**src/rtl/afp_pkg.sv**
```systemverilog
package afp_pkg;

  localparam int SEL_LO  = 16;
  localparam int SEL_HI  = 20;
  localparam int SEL_W   = SEL_HI - SEL_LO + 1;
  localparam int ENA_BIT = 15;

  localparam logic [SEL_W-1:0] CODE_LEFT  = 5'h0D;
  localparam logic [SEL_W-1:0] CODE_RIGHT = 5'h11;

  localparam logic [1:0] ADDR_CTRL = 2'd0;

  // one-hot channel hit for a channel-select code; zero for foreign codes
  function automatic logic [1:0] sel_decode(input logic [SEL_W-1:0] code);
    logic [1:0] hit;
    hit = 2'b00;
    if (code == CODE_LEFT)  hit = 2'b01;
    if (code == CODE_RIGHT) hit = 2'b10;
    return hit;
  endfunction

  // bus address of a channel data register
  function automatic logic [1:0] chan_addr(input int ch);
    return 2'(ch + 1);
  endfunction

endpackage

```
**src/rtl/afp_fifo.sv**
```systemverilog
module afp_fifo #(
  parameter int W     = 16,
  parameter int DEPTH = 8
) (
  input  logic         clk,
  input  logic         rst,
  input  logic         clear,
  input  logic         push,
  input  logic [W-1:0] push_data,
  input  logic         pop,
  output logic [W-1:0] bot_data,
  output logic         bot_valid,
  output logic         full
);
  localparam int TOP = DEPTH - 1;

  logic [DEPTH-1:0]        vld;
  logic [DEPTH-1:0][W-1:0] dat;
  logic [DEPTH-1:0]        hole;
  logic                    pop_ok;

  assign pop_ok = pop && vld[0];

  // a slot is vacated this clock if it is empty, is being popped,
  // or anything below it is vacated (everything above shifts down)
  always_comb begin
    hole[0] = !vld[0] || pop_ok;
    for (int i = 1; i < DEPTH; i++) hole[i] = !vld[i] || hole[i-1];
  end

  for (genvar i = 0; i < DEPTH; i++) begin : g_slot
    logic         v_q;
    logic [W-1:0] d_q;
    logic         nxt_v;
    logic [W-1:0] nxt_d;

    if (i == TOP) begin : g_top
      assign nxt_v = push;
      assign nxt_d = push_data;
    end else begin : g_mid
      assign nxt_v = vld[i+1];
      assign nxt_d = dat[i+1];
    end

    always_ff @(posedge clk) begin
      if (rst || clear) v_q <= 1'b0;
      else if (hole[i]) v_q <= nxt_v;
    end

    always_ff @(posedge clk) begin
      if (hole[i] && nxt_v) d_q <= nxt_d;
    end

    assign vld[i] = v_q;
    assign dat[i] = d_q;
  end

  assign bot_valid = vld[0];
  assign bot_data  = vld[0] ? dat[0] : '0;
  assign full      = &vld;

endmodule

```
**src/rtl/afp_ctrl.sv**
```systemverilog
module afp_ctrl
  import afp_pkg::*;
#(
  parameter int NCH = 2
) (
  input  logic             clk,
  input  logic             rst,
  input  logic             wr,
  input  logic [SEL_W-1:0] sel,
  input  logic             ena,
  output logic [NCH-1:0]   en_q,
  output logic [NCH-1:0]   ready_q
);
  logic [NCH-1:0] hit;

  assign hit = wr ? NCH'(sel_decode(sel)) : '0;

  always_ff @(posedge clk) begin
    if (rst) begin
      en_q    <= '0;
      ready_q <= '0;
    end else begin
      for (int c = 0; c < NCH; c++) if (hit[c]) en_q[c] <= ena;
      ready_q <= en_q;
    end
  end

endmodule

```
**src/rtl/audio_fifo_port.sv**
```systemverilog
module audio_fifo_port
  import afp_pkg::*;
#(
  parameter int SAMPLE_W = 16,
  parameter int BUS_W    = 32,
  parameter int DEPTH    = 8
) (
  input  logic                 clk,
  input  logic                 rst,
  input  logic                 iface_en,
  input  logic                 bus_wr,
  input  logic                 bus_rd,
  input  logic [1:0]           bus_addr,
  input  logic [BUS_W-1:0]     bus_wdata,
  output logic [BUS_W-1:0]     bus_rdata,
  input  logic [1:0]           ser_rx_push,
  input  logic [2*SAMPLE_W-1:0] ser_rx_data,
  output logic [1:0]           ser_rx_full,
  input  logic [1:0]           ser_tx_pop,
  output logic [2*SAMPLE_W-1:0] ser_tx_data,
  output logic [1:0]           ser_tx_empty,
  output logic [1:0]           cpu_rx_empty,
  output logic [1:0]           cpu_tx_full,
  output logic [1:0]           tx_ovf,
  output logic [1:0]           chan_ready
);
  localparam int NCH = 2;

  logic [NCH-1:0]               en_q;
  logic [NCH-1:0]               active;
  logic [NCH-1:0]               cpu_pop;
  logic [NCH-1:0]               cpu_push;
  logic [NCH-1:0]               tx_drop;
  logic [NCH-1:0][SAMPLE_W-1:0] rx_bot;
  logic                         unused_rsvd;

  assign unused_rsvd = ^bus_wdata[BUS_W-1:SEL_HI+1];

  afp_ctrl #(.NCH(NCH)) u_ctrl (
    .clk     (clk),
    .rst     (rst),
    .wr      (bus_wr && bus_addr == ADDR_CTRL),
    .sel     (bus_wdata[SEL_HI:SEL_LO]),
    .ena     (bus_wdata[ENA_BIT]),
    .en_q    (en_q),
    .ready_q (chan_ready)
  );

  for (genvar c = 0; c < NCH; c++) begin : g_ch
    logic                hit;
    logic                rx_v;
    logic                tx_v;
    logic                tx_full;
    logic                ovf_q;
    logic [SAMPLE_W-1:0] tx_bot;

    assign active[c]   = en_q[c] && iface_en;
    assign hit         = (bus_addr == chan_addr(c));
    assign cpu_pop[c]  = bus_rd && hit && active[c];
    assign cpu_push[c] = bus_wr && hit && active[c];

    afp_fifo #(.W(SAMPLE_W), .DEPTH(DEPTH)) u_rx (
      .clk       (clk),
      .rst       (rst),
      .clear     (!active[c]),
      .push      (ser_rx_push[c] && active[c]),
      .push_data (ser_rx_data[c*SAMPLE_W +: SAMPLE_W]),
      .pop       (cpu_pop[c]),
      .bot_data  (rx_bot[c]),
      .bot_valid (rx_v),
      .full      (ser_rx_full[c])
    );

    afp_fifo #(.W(SAMPLE_W), .DEPTH(DEPTH)) u_tx (
      .clk       (clk),
      .rst       (rst),
      .clear     (!active[c]),
      .push      (cpu_push[c]),
      .push_data (bus_wdata[SAMPLE_W-1:0]),
      .pop       (ser_tx_pop[c] && active[c]),
      .bot_data  (tx_bot),
      .bot_valid (tx_v),
      .full      (tx_full)
    );

    // a full chain accepts a push only when the bottom leaves the same clock
    assign tx_drop[c] = cpu_push[c] && tx_full && !ser_tx_pop[c];

    always_ff @(posedge clk) begin
      if (rst || !active[c]) ovf_q <= 1'b0;
      else if (tx_drop[c]) ovf_q <= 1'b1;
    end

    assign cpu_rx_empty[c] = !rx_v;
    assign ser_tx_empty[c] = !tx_v;
    assign cpu_tx_full[c]  = tx_full;
    assign tx_ovf[c]       = ovf_q;
    assign ser_tx_data[c*SAMPLE_W +: SAMPLE_W] = tx_bot;
  end

  always_ff @(posedge clk) begin
    if (rst) begin
      bus_rdata <= '0;
    end else if (bus_rd) begin
      bus_rdata <= '0;
      for (int c = 0; c < NCH; c++)
        if (bus_addr == chan_addr(c) && active[c]) bus_rdata <= BUS_W'(rx_bot[c]);
    end
  end

endmodule

```
**config.mk**
```make
export PLATFORM = sky130hd
export DESIGN_NAME = audio_fifo_port
export DESIGN_NICKNAME = d
export VERILOG_FILES = /design/src/rtl/afp_pkg.sv /design/src/rtl/afp_fifo.sv /design/src/rtl/afp_ctrl.sv /design/src/rtl/audio_fifo_port.sv
export SDC_FILE = /design/constraint.sdc
export NUM_CORES = 1
export LEC_CHECK = 0
export BUFFER_PORTS_ARGS = -buffer_cell sky130_fd_sc_hd__clkbuf_2
export CORE_ASPECT_RATIO = 1.25
export CORE_MARGIN = 5
export CORE_UTILIZATION = 35
export DETAILED_ROUTE_END_ITERATION = 6
export GPL_ROUTABILITY_DRIVEN = 1
export SYNTH_ARGS = -nofsm -noshare
export SYNTH_HDL_FRONTEND = slang
export SYNTH_SLANG_ARGS = --single-unit
```
**constraint.sdc**
```tcl
create_clock -name clk -period 3.6 [get_ports clk]
set_input_delay 0 -clock clk [delete_from_list [all_inputs] [get_ports clk]]
set_output_delay 0 -clock clk [all_outputs]
set_load 0.01 [all_outputs]
```
# Yosys cells after proc, flatten, opt, wreduce, memory -nomap -nowiden
# Index checks and enable logic that the tools add are counted.
op_classes:
  n_eq_ne: 4
  reduce_logical: 132
  n_mux: 9
ops:
  columns: ["op", "count"]
  rows:
  - ["2-to-1 mux 16 bit", 5]
  - ["logical AND 1 bit", 57]
  - ["zero test 1 bit", 36]
  - ["logical OR 1 bit", 34]
  - ["2-to-1 mux 32 bit", 1]
  - ["AND reduction 8 bit", 4]
  - ["== test 5 x 4 -> 1 bit, second input constant", 1]
  - ["== test 5 bit, second input constant", 1]
  - ["2-to-1 mux 2 bit", 2]
  - ["== test 2 x 1 -> 1 bit, second input constant", 1]
  - ["== test 2 bit, second input constant", 1]
  - ["zero test 2 bit", 1]
  - ["2-to-1 mux 1 bit", 1]
word_totals:
  regBits: 582
  inputBits: 75

# Depth between registers and ports, before layout
# Gate-level depths: netlist (run 1).
depth:
  depth_word: 13
  mapped_depth: 6
  ltp_nobuf: 3

# By module
# From an unflattened synthesis (run 1), not the netlist that was laid out.
hier_totals:
  hier_cells: 849
  area_unflattened_um2: 18366.4
by_module_without_submodules:
  columns: ["module", "seq_area_each_um2", "instances", "area_each_um2", "cells_per_inst"]
  rows:
  - ["afp_fifo", 4003.8, 4, 4301.6, 183]
  - ["audio_fifo_port", 360.3, 1, 983.4, 103]
  - ["afp_ctrl", 80.1, 1, 176.4, 14]

# Worst setup path before layout (run 1)
# No wires, ideal clock.
synth_path:
  kind: "register to register"
  startpoint: "reg g_ch[0].u_tx.g_slot[2].v_q"
  endpoint: "reg g_ch[0].u_tx.g_slot[4].d_q[0] (enable)"
  period_less_slack_ns: 2.476
  required_ns: 3.186
  t_arrival_ns: 2.062
  path_slack_ns: 1.124
  path_stages_with_launch: 5
  cell_sequence: "dfxtp_1 -> and4_1 -> clkbuf_1 -> and2_1 -> a21boi_0"
synth_between:
  elab_chain_len: 5
synth_lines:
  columns: ["element", "line_no", "text"]
  rows:
  - ["start, declared", "afp_fifo.sv:32", "logic v_q;"]
  - ["start signal, assigned", "afp_fifo.sv:47", "else if (hole[i]) v_q <= nxt_v;"]
  - ["zero test 1 bit", "afp_fifo.sv:28", "for (int i = 1; i < DEPTH; i++) hole[i] = !vld[i] || hole[i-1];"]
  - ["logical OR 1 bit (3 in series)", "afp_fifo.sv:28", null]
  - ["logical AND 1 bit", "afp_fifo.sv:51", "if (hole[i] && nxt_v) d_q <= nxt_d;"]
  - ["end signal, assigned", "afp_fifo.sv:51", null]
  - ["end, declared", "afp_fifo.sv:33", "logic [W-1:0] d_q;"]
# No other way between the ends.
# A chain may end at the register's enable or synchronous reset.

# Worst setup path in the final report (run 1)
layout_path:
  startpoint: "reg u_ctrl.en_q[0]"
  endpoint: "reg g_ch[0].ovf_q"
layout_between:
  elab_chain_len: 4
  word_cells_on_any_way: 6
  classes_between: "6 x reduce/logical"
layout_lines:
  columns: ["element", "line_no", "text"]
  rows:
  - ["start, declared", "afp_ctrl.sv:11", "output logic [NCH-1:0] en_q,"]
  - ["start signal, assigned", "afp_ctrl.sv:20", "en_q <= '0;"]
  - ["logical AND 1 bit (*)", "audio_fifo_port.sv:57", "assign active[c] = en_q[c] && iface_en;"]
  - ["logical AND 1 bit", "audio_fifo_port.sv:60", "assign cpu_push[c] = bus_wr && hit && active[c];"]
  - ["logical AND 1 bit (2 in series)", "audio_fifo_port.sv:87", "assign tx_drop[c] = cpu_push[c] && tx_full && !ser_tx_pop[c];"]
  - ["end signal, assigned", "audio_fifo_port.sv:90", "if (rst || !active[c]) ovf_q <= 1'b0;"]
  - ["end signal, assigned", "audio_fifo_port.sv:91", "else if (tx_drop[c]) ovf_q <= 1'b1;"]
  - ["end, declared", "audio_fifo_port.sv:54", "logic ovf_q;"]
# Every way passes the cells marked *; elsewhere a longest branch is shown, timed or not.

==> results of run 1 <==
==> routing by layer <==
metal / up-vias / global-route usage (%) / share of wire [%]
met4: 0 / 3.45 / 3.2
met3: 59 / 2.11 / 4.5
met2: 169 / 15.8 / 48
li1: 3793 / - / -
met1: 3639 / 12.4 / 44
met5: - / 0 / 0
==> state kept, by name, summed over array words and instances (netlist names) <==
register	flops
g_ch.u_rx.g_slot.nxt_d	224
g_ch.u_tx.g_slot.nxt_d	224
g_ch.u_rx.g_slot.d_q	32
g_ch.u_tx.g_slot.d_q	32
bus_rdata	16
g_ch.u_rx.g_slot.nxt_v	14
g_ch.u_tx.g_slot.nxt_v	14
g_ch.ovf_q	2
g_ch.u_rx.bot_valid	2
g_ch.u_tx.bot_valid	2
u_ctrl.en_q	2
u_ctrl.ready_q	2
==> through the flow <==
step | util, % | area [um^2]
after floorplan | - | 18400
after detailed placement | 38.2 | 19700
after global placement | 38.2 | 19700
after CTS | 42.2 | 21800
after global routing | 42.2 | 21800
final | 42.2 | 21800
==> power groups by stage <==
stage	clock [mW]	sequential, mW	combinational [mW]
after floorplan	0	7.22	0.0449
after global placement	0	7.22	0.104
after detailed placement	0	7.22	0.106
after CTS	4.99	7.08	0.156
after global routing	5.26	7.07	0.167
final	4.83	7.08	0.155
==> layout by cell type, fill, tap and decap left out, types with 19 or more instances in the layout <==
cell / count
a21oi_1: 19
clkbuf_16: 48
clkbuf_2: 123
and2_1: 40
nor2_1: 26
nand3_1: 43
dlygate4sd3_1: 60
edfxtp_1: 512
buf_4: 30
dfxtp_1: 54
==> timing repair <==
| action | CTS | global route |
|---|---|---|
| hold endpoints to repair | 88 | 0 |
| buffers inserted | 0 | 0 |
| hold buffers | 60 | 0 |
==> critical path, cell delays in order, from the launching register on <==
cell	delay (ns)
dfxtp_1	0.41
and4b_1	0.82
nand4_1	0.26
o31ai_1	0.25
dlygate4sd3_1	0.58
==> cells by family after synthesis <==
group / after synthesis
AOI/OAI and AO/OA: 82
buffers and inverters: 59
DFF: 566
other: 1
and+or+nand+nor: 159
==> worst max path at each step <==
stage | from | endpoint | slack [ns] | depth (start not counted)
global placement | u_ctrl.en_q[0]$_SDFFE_PP0P_ | g_ch[0].u_rx.g_slot[4].nxt_d[10]$_DFFE_PP_ | 1.45 | 4
global route | u_ctrl.en_q[0]$_SDFFE_PP0P_ | g_ch[0].ovf_q$_SDFFE_PP0P_ | 0.97 | 4
floorplan | g_ch[0].u_tx.g_slot[1].nxt_v$_SDFFE_PP0P_ | g_ch[0].u_tx.g_slot[3].nxt_d[0]$_DFFE_PP_ | 1.12 | 4
finish | u_ctrl.en_q[0]$_SDFFE_PP0P_ | g_ch[0].ovf_q$_SDFFE_PP0P_ | 1.21 | 4
detailed placement | u_ctrl.en_q[0]$_SDFFE_PP0P_ | g_ch[0].u_rx.g_slot[4].nxt_d[11]$_DFFE_PP_ | 1.36 | 4
CTS | u_ctrl.en_q[0]$_SDFFE_PP0P_ | g_ch[0].ovf_q$_SDFFE_PP0P_ | 1.21 | 4
==> area by class of cell <==
type / count / area, um^2
inverters: 11 / 41.3
repair buffers: 213 / 1440
well taps: 665 / 832
clock buffers: 59 / 1250
multi-input cells: 257 / 1550
clock inverters: 28 / 235
flip-flops and latches: 566 / 16500
fillers: 4548 / 29900
==> impl_metrics.toml, run 1 <==
[outcome]
status = "finished clean"

[synth]
synthFlopType = "edfxtp_1"
synth.area.top_cells = "edfxtp_1, dfxtp_1, and2_1"
post-synth-top-count-cell = "edfxtp_1"
yosysWarnings = 0
seq_area_frac_synth_pct = 89.9
synth_simple_gate_area_share_pct = 4.87
netlist_top_cells_count = "edfxtp_1, dfxtp_1, nand3_1, and2_1, nor2_1"
synth_top_area_cell = "edfxtp_1"
synthArstFlopShare_pct = 0
synth_top_family_by_area = "simple AND/OR/NAND/NOR gates"
synth_edf_count = 512
synth_compound_area_share_pct = 3.27
ys_types = 36
synthMuxAreaShare_pct = 0
synthAdderAreaFrac_pct = 0
ys_ff_latch = 566
yosysTopAreaCellShare_pct = 84.0
synth_xor_area_share_pct = 0
synthesis.area_um2 = 18300
syn_inst = 867
synth_area_per_cell_um2 = 21.1

[power_and_ir_drop]
p_clk_share_pct = 40.1
pwr-share-seq_pct = 58.7
internal_power_mw = 9.85
p_sw_mw = 2.21
switching_share_pct = 18.3
power_density_nw_per_um2 = 553
p_comb_share_pct = 1.3
leakage_nw = 7.22
ir_drop_v = 0.000386
report.power.total_mw = 12.1

[worst_setup_path]
r2r_setup_slack_ns = 1.21
rr_worst_depth = 4
crit_type = "register to register"
cp-end-kind = "register"
crit_path_start_kind = "register"
worstPathRequired_ns = 4.09
arrival_ns = 2.89
critical_path.max_fanout = 24
reg2reg_from = "u_ctrl.en_q[0]$_SDFFE_PP0P_"
r2r_end = "g_ch[0].ovf_q$_SDFFE_PP0P_"

[floorplan]
core_um2 = 51700
rows = 93
die_x_um = 215
die_height_um = 266
pin_count = 151
start_util_pct = 35.4
die_area_um2 = 57000

[sta]
fmax_ghz = 0.418
tns_ns = 0
rsz0062_at_grt = "no"
maxSlewHeadroom_pct = 40.4
whs_ns = 0.0241
finalClockSkew_ns = 0.0132
hold_viol_final = 0
fin_crit_sh_pct = 66.5
worst_slew_pin_slew_ns = 0.894
setup_violations = 0
finalMaxSlewViolations = 0
setup_ws_ns = 1.21
fin_crit_ns = 2.39

[clock_tree]
cts.sinks = 566
ctsResizeCount = 0
htree_levels = 2
clkTransAtPathRegs_ns = 0.07
clock-root-buffer = "clkbuf_16"
cts_made_buffers = 48
clk_latency_ns = 0.55
cts_tree = "built"
clockBufferDepth = 3

[place]
placed_cells = 1652
post-dp-hpwl_um = 19000
place_congestion = 0.724
port_buffers = 123
pre_cts_ws_ns = 1.36

[cells_and_area]
drive_above_1_share_pct = 19.8
fin_nets = 1172
area_growth_pct = 19.2
antennaDiodeCount = 0
fin_cells = 1799

[global_routing]
grt_pass1_wl_um = 43400
grt_overflow = 0
track_usage_pct = 9.50
first_global_vias = 7916
grt_max_degree = 30
antenna_found_initial = 0

[routing]
ant_nets = 0
vias = 7660
routed_via_density = 4.26
routedWlPerCell_um = 14.9
drt-pass1-iter-count = 4
first_iter_violations = 420
drt-total-wl_um = 26800
remaining_drc_errors = 0

[run]
cap_violations = 0

[worst_hold_path]
hold_depth = 3
min_from = "iface_en"
whs_endpoint = "g_ch[1].u_rx.g_slot[6].nxt_v$_SDFFE_PP0P_"
holdCritPathClass = "primary input to register"
No activity file was read; power rests on OpenSTA's default activity.
==> run 2, diff against run 1 <==
--- a/config.mk
+++ b/config.mk
@@ -5,6 +5,7 @@
 export SDC_FILE = /design/constraint.sdc
 export NUM_CORES = 1
 export LEC_CHECK = 0
+export ABC_AREA = 1
 export BUFFER_PORTS_ARGS = -buffer_cell sky130_fd_sc_hd__clkbuf_2
 export CORE_ASPECT_RATIO = 1.25
 export CORE_MARGIN = 5
==> constraint.sdc (replaced) <==
create_clock -name clk -period 2.1 [get_ports clk]
set_input_delay 0 -clock clk [delete_from_list [all_inputs] [get_ports clk]]
set_output_delay 0 -clock clk [all_outputs]
set_load 0.01 [all_outputs]
==> run 2 against run 1 <==
Synthesized area rose by 1.7%. Largest cell class unchanged. Register-to-register slack got worse by 0.97 ns. Global-route usage fell by 0.34 points. First-iteration DRC count fell by 16%.
==> impl_metrics.toml, run 2 <==
[synth]
seq_area_frac_synth_pct = 88.5
synth_area_per_cell_um2 = 18.1
synth_simple_gate_area_share_pct = 6.33
syn_inst = 1028
synth_top_area_cell = "edfxtp_1"
ys_types = 24
synthesis.area_um2 = 18600
synthAdderAreaFrac_pct = 0
synth.area.top_cells = "edfxtp_1, dfxtp_1, inv_1"
synthArstFlopShare_pct = 0
synthFlopType = "edfxtp_1"
yosysTopAreaCellShare_pct = 82.6
ys_ff_latch = 566
synth_edf_count = 512
synth_top_family_by_area = "simple AND/OR/NAND/NOR gates"
post-synth-top-count-cell = "edfxtp_1"
synthMuxAreaShare_pct = 0
yosysWarnings = 0
synth_compound_area_share_pct = 1.06
synth_xor_area_share_pct = 0
netlist_top_cells_count = "edfxtp_1, inv_1, nand2_1, nor2_1, dfxtp_1"

[floorplan]
die_height_um = 268
die_x_um = 216
rows = 94
core_um2 = 52700
pin_count = 151
start_util_pct = 35.3
die_area_um2 = 57900

[cells_and_area]
fin_nets = 1361
mostFrequentLayoutCell = "edfxtp_1"
fin_cells = 2001
mostFrequentLayoutCells = "edfxtp_1, clkbuf_2, inv_1, nand2_1, dlygate4sd3_1"
nFillCells = 4600
drive_above_1_share_pct = 19.9
antennaDiodeCount = 0
area_growth_pct = 21.3

[sta]
tns_ns = 0
fin_crit_ns = 1.92
hold_viol_final = 0
worst_slew_pin_slew_ns = 0.593
fmax_ghz = 0.519
finalClockSkew_ns = 0.0177
setup_violations = 0
finalMaxSlewViolations = 0
fin_crit_sh_pct = 91.7
rsz0062_at_grt = "no"
maxSlewHeadroom_pct = 60.1

[routing]
first_iter_violations = 352
drt-total-wl_um = 26100
routed_via_density = 4.10
remaining_drc_errors = 0
drt-pass1-iter-count = 4
ant_nets = 0
routedWlPerCell_um = 13.0
vias = 8205

[clock_tree]
cts_tree = "built"
clock-root-buffer = "clkbuf_16"
clkTransAtPathRegs_ns = 0.06
clk_latency_ns = 0.59
post_cts_buffers = 0
cts_made_buffers = 52
clockBufferDepth = 3
htree_levels = 2
cts.sinks = 566

[place]
placed_cells = 1836
port_buffers = 123
post-dp-hpwl_um = 18100
place_congestion = 0.769

[power_and_ir_drop]
leakage_nw = 8.10
report.power.total_mw = 21.5
ir_drop_v = 0.000635
power_density_nw_per_um2 = 952

[global_routing]
grt_overflow = 0
grt_max_degree = 28
grt_pass1_wl_um = 42300
antenna_found_initial = 3
first_global_vias = 8212
track_usage_pct = 9.16

[worst_setup_path]
rr_worst_depth = 8
r2r_setup_slack_ns = 0.24
r2r_end = "g_ch[1].ovf_q$_SDFFE_PP0P_"
crit_path_start = "bus_wdata[17]"
worstPathRequired_ns = 2.57
crit_path_end = "u_ctrl.en_q[0]$_SDFFE_PP0P_"
reg2reg_from = "u_ctrl.en_q[1]$_SDFFE_PP0P_"
arrival_ns = 2.40
critical_path.max_fanout = 3
crit_path_start_kind = "primary input"
crit_type = "primary input to register"
cp-end-kind = "register"

[outcome]
status = "finished clean"

[run]
cap_violations = 0

[worst_hold_path]
holdCritPathClass = "primary input to register"
-- run 2: cell count changes in the layout (fill, tap and decap cells not counted), sizes merged, moves of 9 or more --
cell,previous run,this run
o21a,15,0
clkbuf,182,191
nor2b,16,0
and2,41,1
nand2,8,100
nor2,26,70
a311oi,16,0
buf,30,44
inv,14,128
a21oi,21,38
nand4,6,37
-- run 2: critical path, stage by stage --
cell and delay (ns):
dlygate4sd3_1 0.55, clkbuf_2 0.11, nor2_1 0.19, inv_1 0.06, nor2_1 0.16, nand3_1 0.11
nand2_1 0.08, dlygate4sd3_1 0.55, nor2_1 0.04, dlygate4sd3_1 0.55
-- run 2: cells by family (layout without fill, tap and decap cells) --
group,count (synthesis),count (layout)
DFF,566,566
and+or+nand+nor,254,254
buffers and inverters,168,454
AOI/OAI and AO/OA,39,39
other,1,16
-- run 2: how the worst min path moves through the flow --
stage	startpoint	slack [ns]	depth (start not counted)	to
3_3_place_gp	ser_rx_data[0]	0.18	1	g_ch[0].u_rx.g_slot[6].nxt_d[0]$_DFFE_PP_
4_1_cts	iface_en	0.01	5	g_ch[1].u_rx.g_slot[6].nxt_v$_SDFFE_PP0P_
3_5_place_dp	ser_rx_data[0]	0.18	1	g_ch[0].u_rx.g_slot[6].nxt_d[0]$_DFFE_PP_
6_report	ser_rx_data[13]	0.12	2	g_ch[0].u_rx.g_slot[6].nxt_d[13]$_DFFE_PP_
2_1_floorplan	ser_rx_data[0]	0.1	0	g_ch[0].u_rx.g_slot[6].nxt_d[0]$_DFFE_PP_
5_1_grt	ser_rx_data[10]	0.09	2	g_ch[0].u_rx.g_slot[6].nxt_d[10]$_DFFE_PP_
-- run 2: layout make-up --
| cell class | count | area, um^2 | share of cell area, % |
|---|---|---|---|
| sequential | 566 | 16500 | 72.9 |
| timing repair buffer | 235 | 1680 | 7.43 |
| inverter | 122 | 458 | 2.03 |
| clock buffer | 68 | 1400 | 6.21 |
| tap | 672 | 841 | 3.73 |
| multi-input combinational | 309 | 1450 | 6.41 |
| clock inverter | 29 | 290 | 1.29 |
-- run 2: what timing repair did --
item	in CTS	in global routing
endpoints found under the hold margin	114	1
setup endpoints to repair	0	1
hold buffers	67	1
gates resized for setup	0	1
-- run 2: power by group --
part	switching [mW]	internal, mW	leakage (nW)	total [mW]
Combinational	0.154	0.157	2.24	0.311
Clock	3.88	5.15	0.826	9.03
Sequential	0.0100	12.1	5.04	12.1
Total	4.04	17.4	8.10	21.5
-- run 2: metal layers --
layer	up-vias	GRT usage, %	share of wire, %
li1	4152	-	-
met5	-	0	0.16
met4	6	4.61	4.4
met2	196	15.7	50
met3	69	2.26	5.4
met1	3782	10.9	40
-- run 2: stage by stage --
stage,setup slack (ns),hold WS (ns),area [um^2],util [%]
3_3_place_gp,0.329,0.180,20200,38.3
4_1_cts,0.161,0.0141,22600,42.8
3_5_place_dp,0.280,0.179,20200,38.3
6_report,0.175,0.119,22600,42.8
2_1_floorplan,0.140,0.0989,18700,-
5_1_grt,0.0762,0.0939,22600,42.8
==> run 3, diff against run 2 <==
--- a/config.mk
+++ b/config.mk
@@ -5,8 +5,8 @@
 export SDC_FILE = /design/constraint.sdc
 export NUM_CORES = 1
 export LEC_CHECK = 0
-export ABC_AREA = 1
 export BUFFER_PORTS_ARGS = -buffer_cell sky130_fd_sc_hd__clkbuf_2
+export CAP_MARGIN = 20
 export CORE_ASPECT_RATIO = 1.25
 export CORE_MARGIN = 5
 export CORE_UTILIZATION = 35
==> run 3 against run 2 <==
The flow now finishes with violations (negative hold slack). First-iteration DRC count grew 10%. Worst setup slack gained 0.025 ns. Clock skew shrank 0.0016 ns. Die area shrank 1.6%. Critical path depth shrank 6. Core utilization shrank 0.37 points. Sequential share of layout area grew 2.1 points. Largest power group unchanged. Total power shrank 3.9%.
==> impl_metrics.toml, run 3 (synthesis gave the netlist of run 1 again) <==
[outcome]
status = "finished, violations left"
violations = "negative hold slack"

[cells_and_area]
drive_above_1_share_pct = 21.0
antennaDiodeCount = 0
mostFrequentLayoutCell = "edfxtp_1"
fin_nets = 1188
final_area_um2 = 21900
area_growth_pct = 19.9
mostFrequentLayoutCells = "edfxtp_1, clkbuf_2, dlygate4sd3_1, dfxtp_1, clkbuf_16"
fin_util_pct = 42.5

[clock_tree]
cts_tree = "built"
clk_latency_ns = 0.55
clockBufferDepth = 3
htree_levels = 2
clock-root-buffer = "clkbuf_16"
clkTransAtPathRegs_ns = 0.06
cts.sinks = 566
cts_made_buffers = 48

[global_routing]
grt_overflow = 0
track_usage_pct = 9.43
antenna_found_initial = 0
grt_max_degree = 22
grt_pass1_wl_um = 43200
first_global_vias = 7849

[sta]
finalClockSkew_ns = 0.0161
finalMaxSlewViolations = 0
tns_ns = 0
setup_ws_ns = 0.200
whs_ns = -0.000948
worst_slew_pin_slew_ns = 0.621
rsz0062_at_grt = "no"
fin_crit_sh_pct = 90.5
fmax_ghz = 0.526
fin_crit_ns = 1.90
setup_violations = 0
maxSlewHeadroom_pct = 58.6
hold_viol_final = 1

[place]
place_congestion = 0.753
post-dp-hpwl_um = 19000
pre_cts_ws_ns = 0.261
placement.cell_area_um2 = 19800
port_buffers = 123

[worst_setup_path]
crit_path_start_kind = "register"
arrival_ns = 2.38
crit_type = "register to register"
worstPathRequired_ns = 2.58
cp-end-kind = "register"
critical_path.max_fanout = 9

[floorplan]
start_util_pct = 35.4
die_area_um2 = 57000
die_height_um = 266
pin_count = 151
rows = 93
die_x_um = 215
core_um2 = 51700

[power_and_ir_drop]
power_density_nw_per_um2 = 941
ir_drop_v = 0.000644
leakage_nw = 7.31
report.power.total_mw = 20.6

[routing]
routedWlPerCell_um = 14.6
drt-pass1-iter-count = 4
vias = 7663
remaining_drc_errors = 0
drt-total-wl_um = 26600
ant_nets = 0
routed_via_density = 4.22
first_iter_violations = 388

[run]
cap_violations = 0

[worst_hold_path]
holdCritPathClass = "primary input to register"
-- run 3: cell count changes in the layout (fill, tap and decap cells not counted), moves of 20 or more --
cell     before  now
inv_1       118   11
nand2_1      97    8
and2_1        1   40
nor2_1       65   26
nand4_1      37    6
a21oi_1      38   18
-- run 3: routing by layer --
metal	track usage (%)	part of all wire, %	up-vias
met3	1.83	4.7	52
met4	3.80	3.1	0
li1	-	-	3816
met1	12.6	44	3610
met5	0	0	-
met2	15.3	48	185
-- run 3: layout make-up --
| cell class | instances | area [um^2] |
|---|---|---|
| inverters | 11 | 41.3 |
| clock inverters | 23 | 180 |
| clock buffers | 67 | 1310 |
| flip-flops and latches | 566 | 16500 |
| multi-input cells | 257 | 1550 |
| fillers | 4549 | 29700 |
| repair buffers | 229 | 1560 |
| well taps | 665 | 832 |
-- run 3: power by group --
part	internal, mW	switching [mW]	total (mW)	leakage (nW)
clock	4.65	3.59	8.24	0.734
combinational	0.141	0.129	0.270	1.53
sequential	12.1	0.00813	12.1	5.04
total	16.9	3.73	20.6	7.31
-- run 3: final timing paths --
check / depth (start not counted) / to / startpoint / slack (ns)
worst max-delay path: 4 / g_ch[0].ovf_q$_SDFFE_PP0P_ / u_ctrl.en_q[0]$_SDFFE_PP0P_ / 0.20
worst min-delay path: 3 / g_ch[1].u_rx.g_slot[6].nxt_v$_SDFFE_PP0P_ / iface_en / -0.0009
worst max register to register: 4 / g_ch[0].ovf_q$_SDFFE_PP0P_ / u_ctrl.en_q[0]$_SDFFE_PP0P_ / 0.20
worst min register to register: 0 / g_ch[1].u_tx.g_slot[3].nxt_d[7]$_DFFE_PP_ / g_ch[1].u_tx.g_slot[4].nxt_d[7]$_DFFE_PP_ / 0.41
-- run 3: through the flow --
stage / hold slack (ns) / instances
floorplan: 0.0989 / 882
CTS: 0.00466 / 1818
global placement: 0.180 / 1667
finish: -0.000948 / 1818
global route: 0.0252 / 1818
detailed placement: 0.179 / 1667
-- run 3: what timing repair did --
item | CTS | global route
setup buffers | 0 | 0
gates resized for setup | 0 | 1
hold endpoints to repair | 91 | 0
hold buffers | 61 | 0
endpoints found under the setup margin | 0 | 1
-- run 3: critical path, cell delays in order (launching register included) --
cell and delay, ns:
dfxtp_1 0.41, and4b_2 0.42, nand4_1 0.18, o31ai_1 0.23, dlygate4sd3_1 0.59
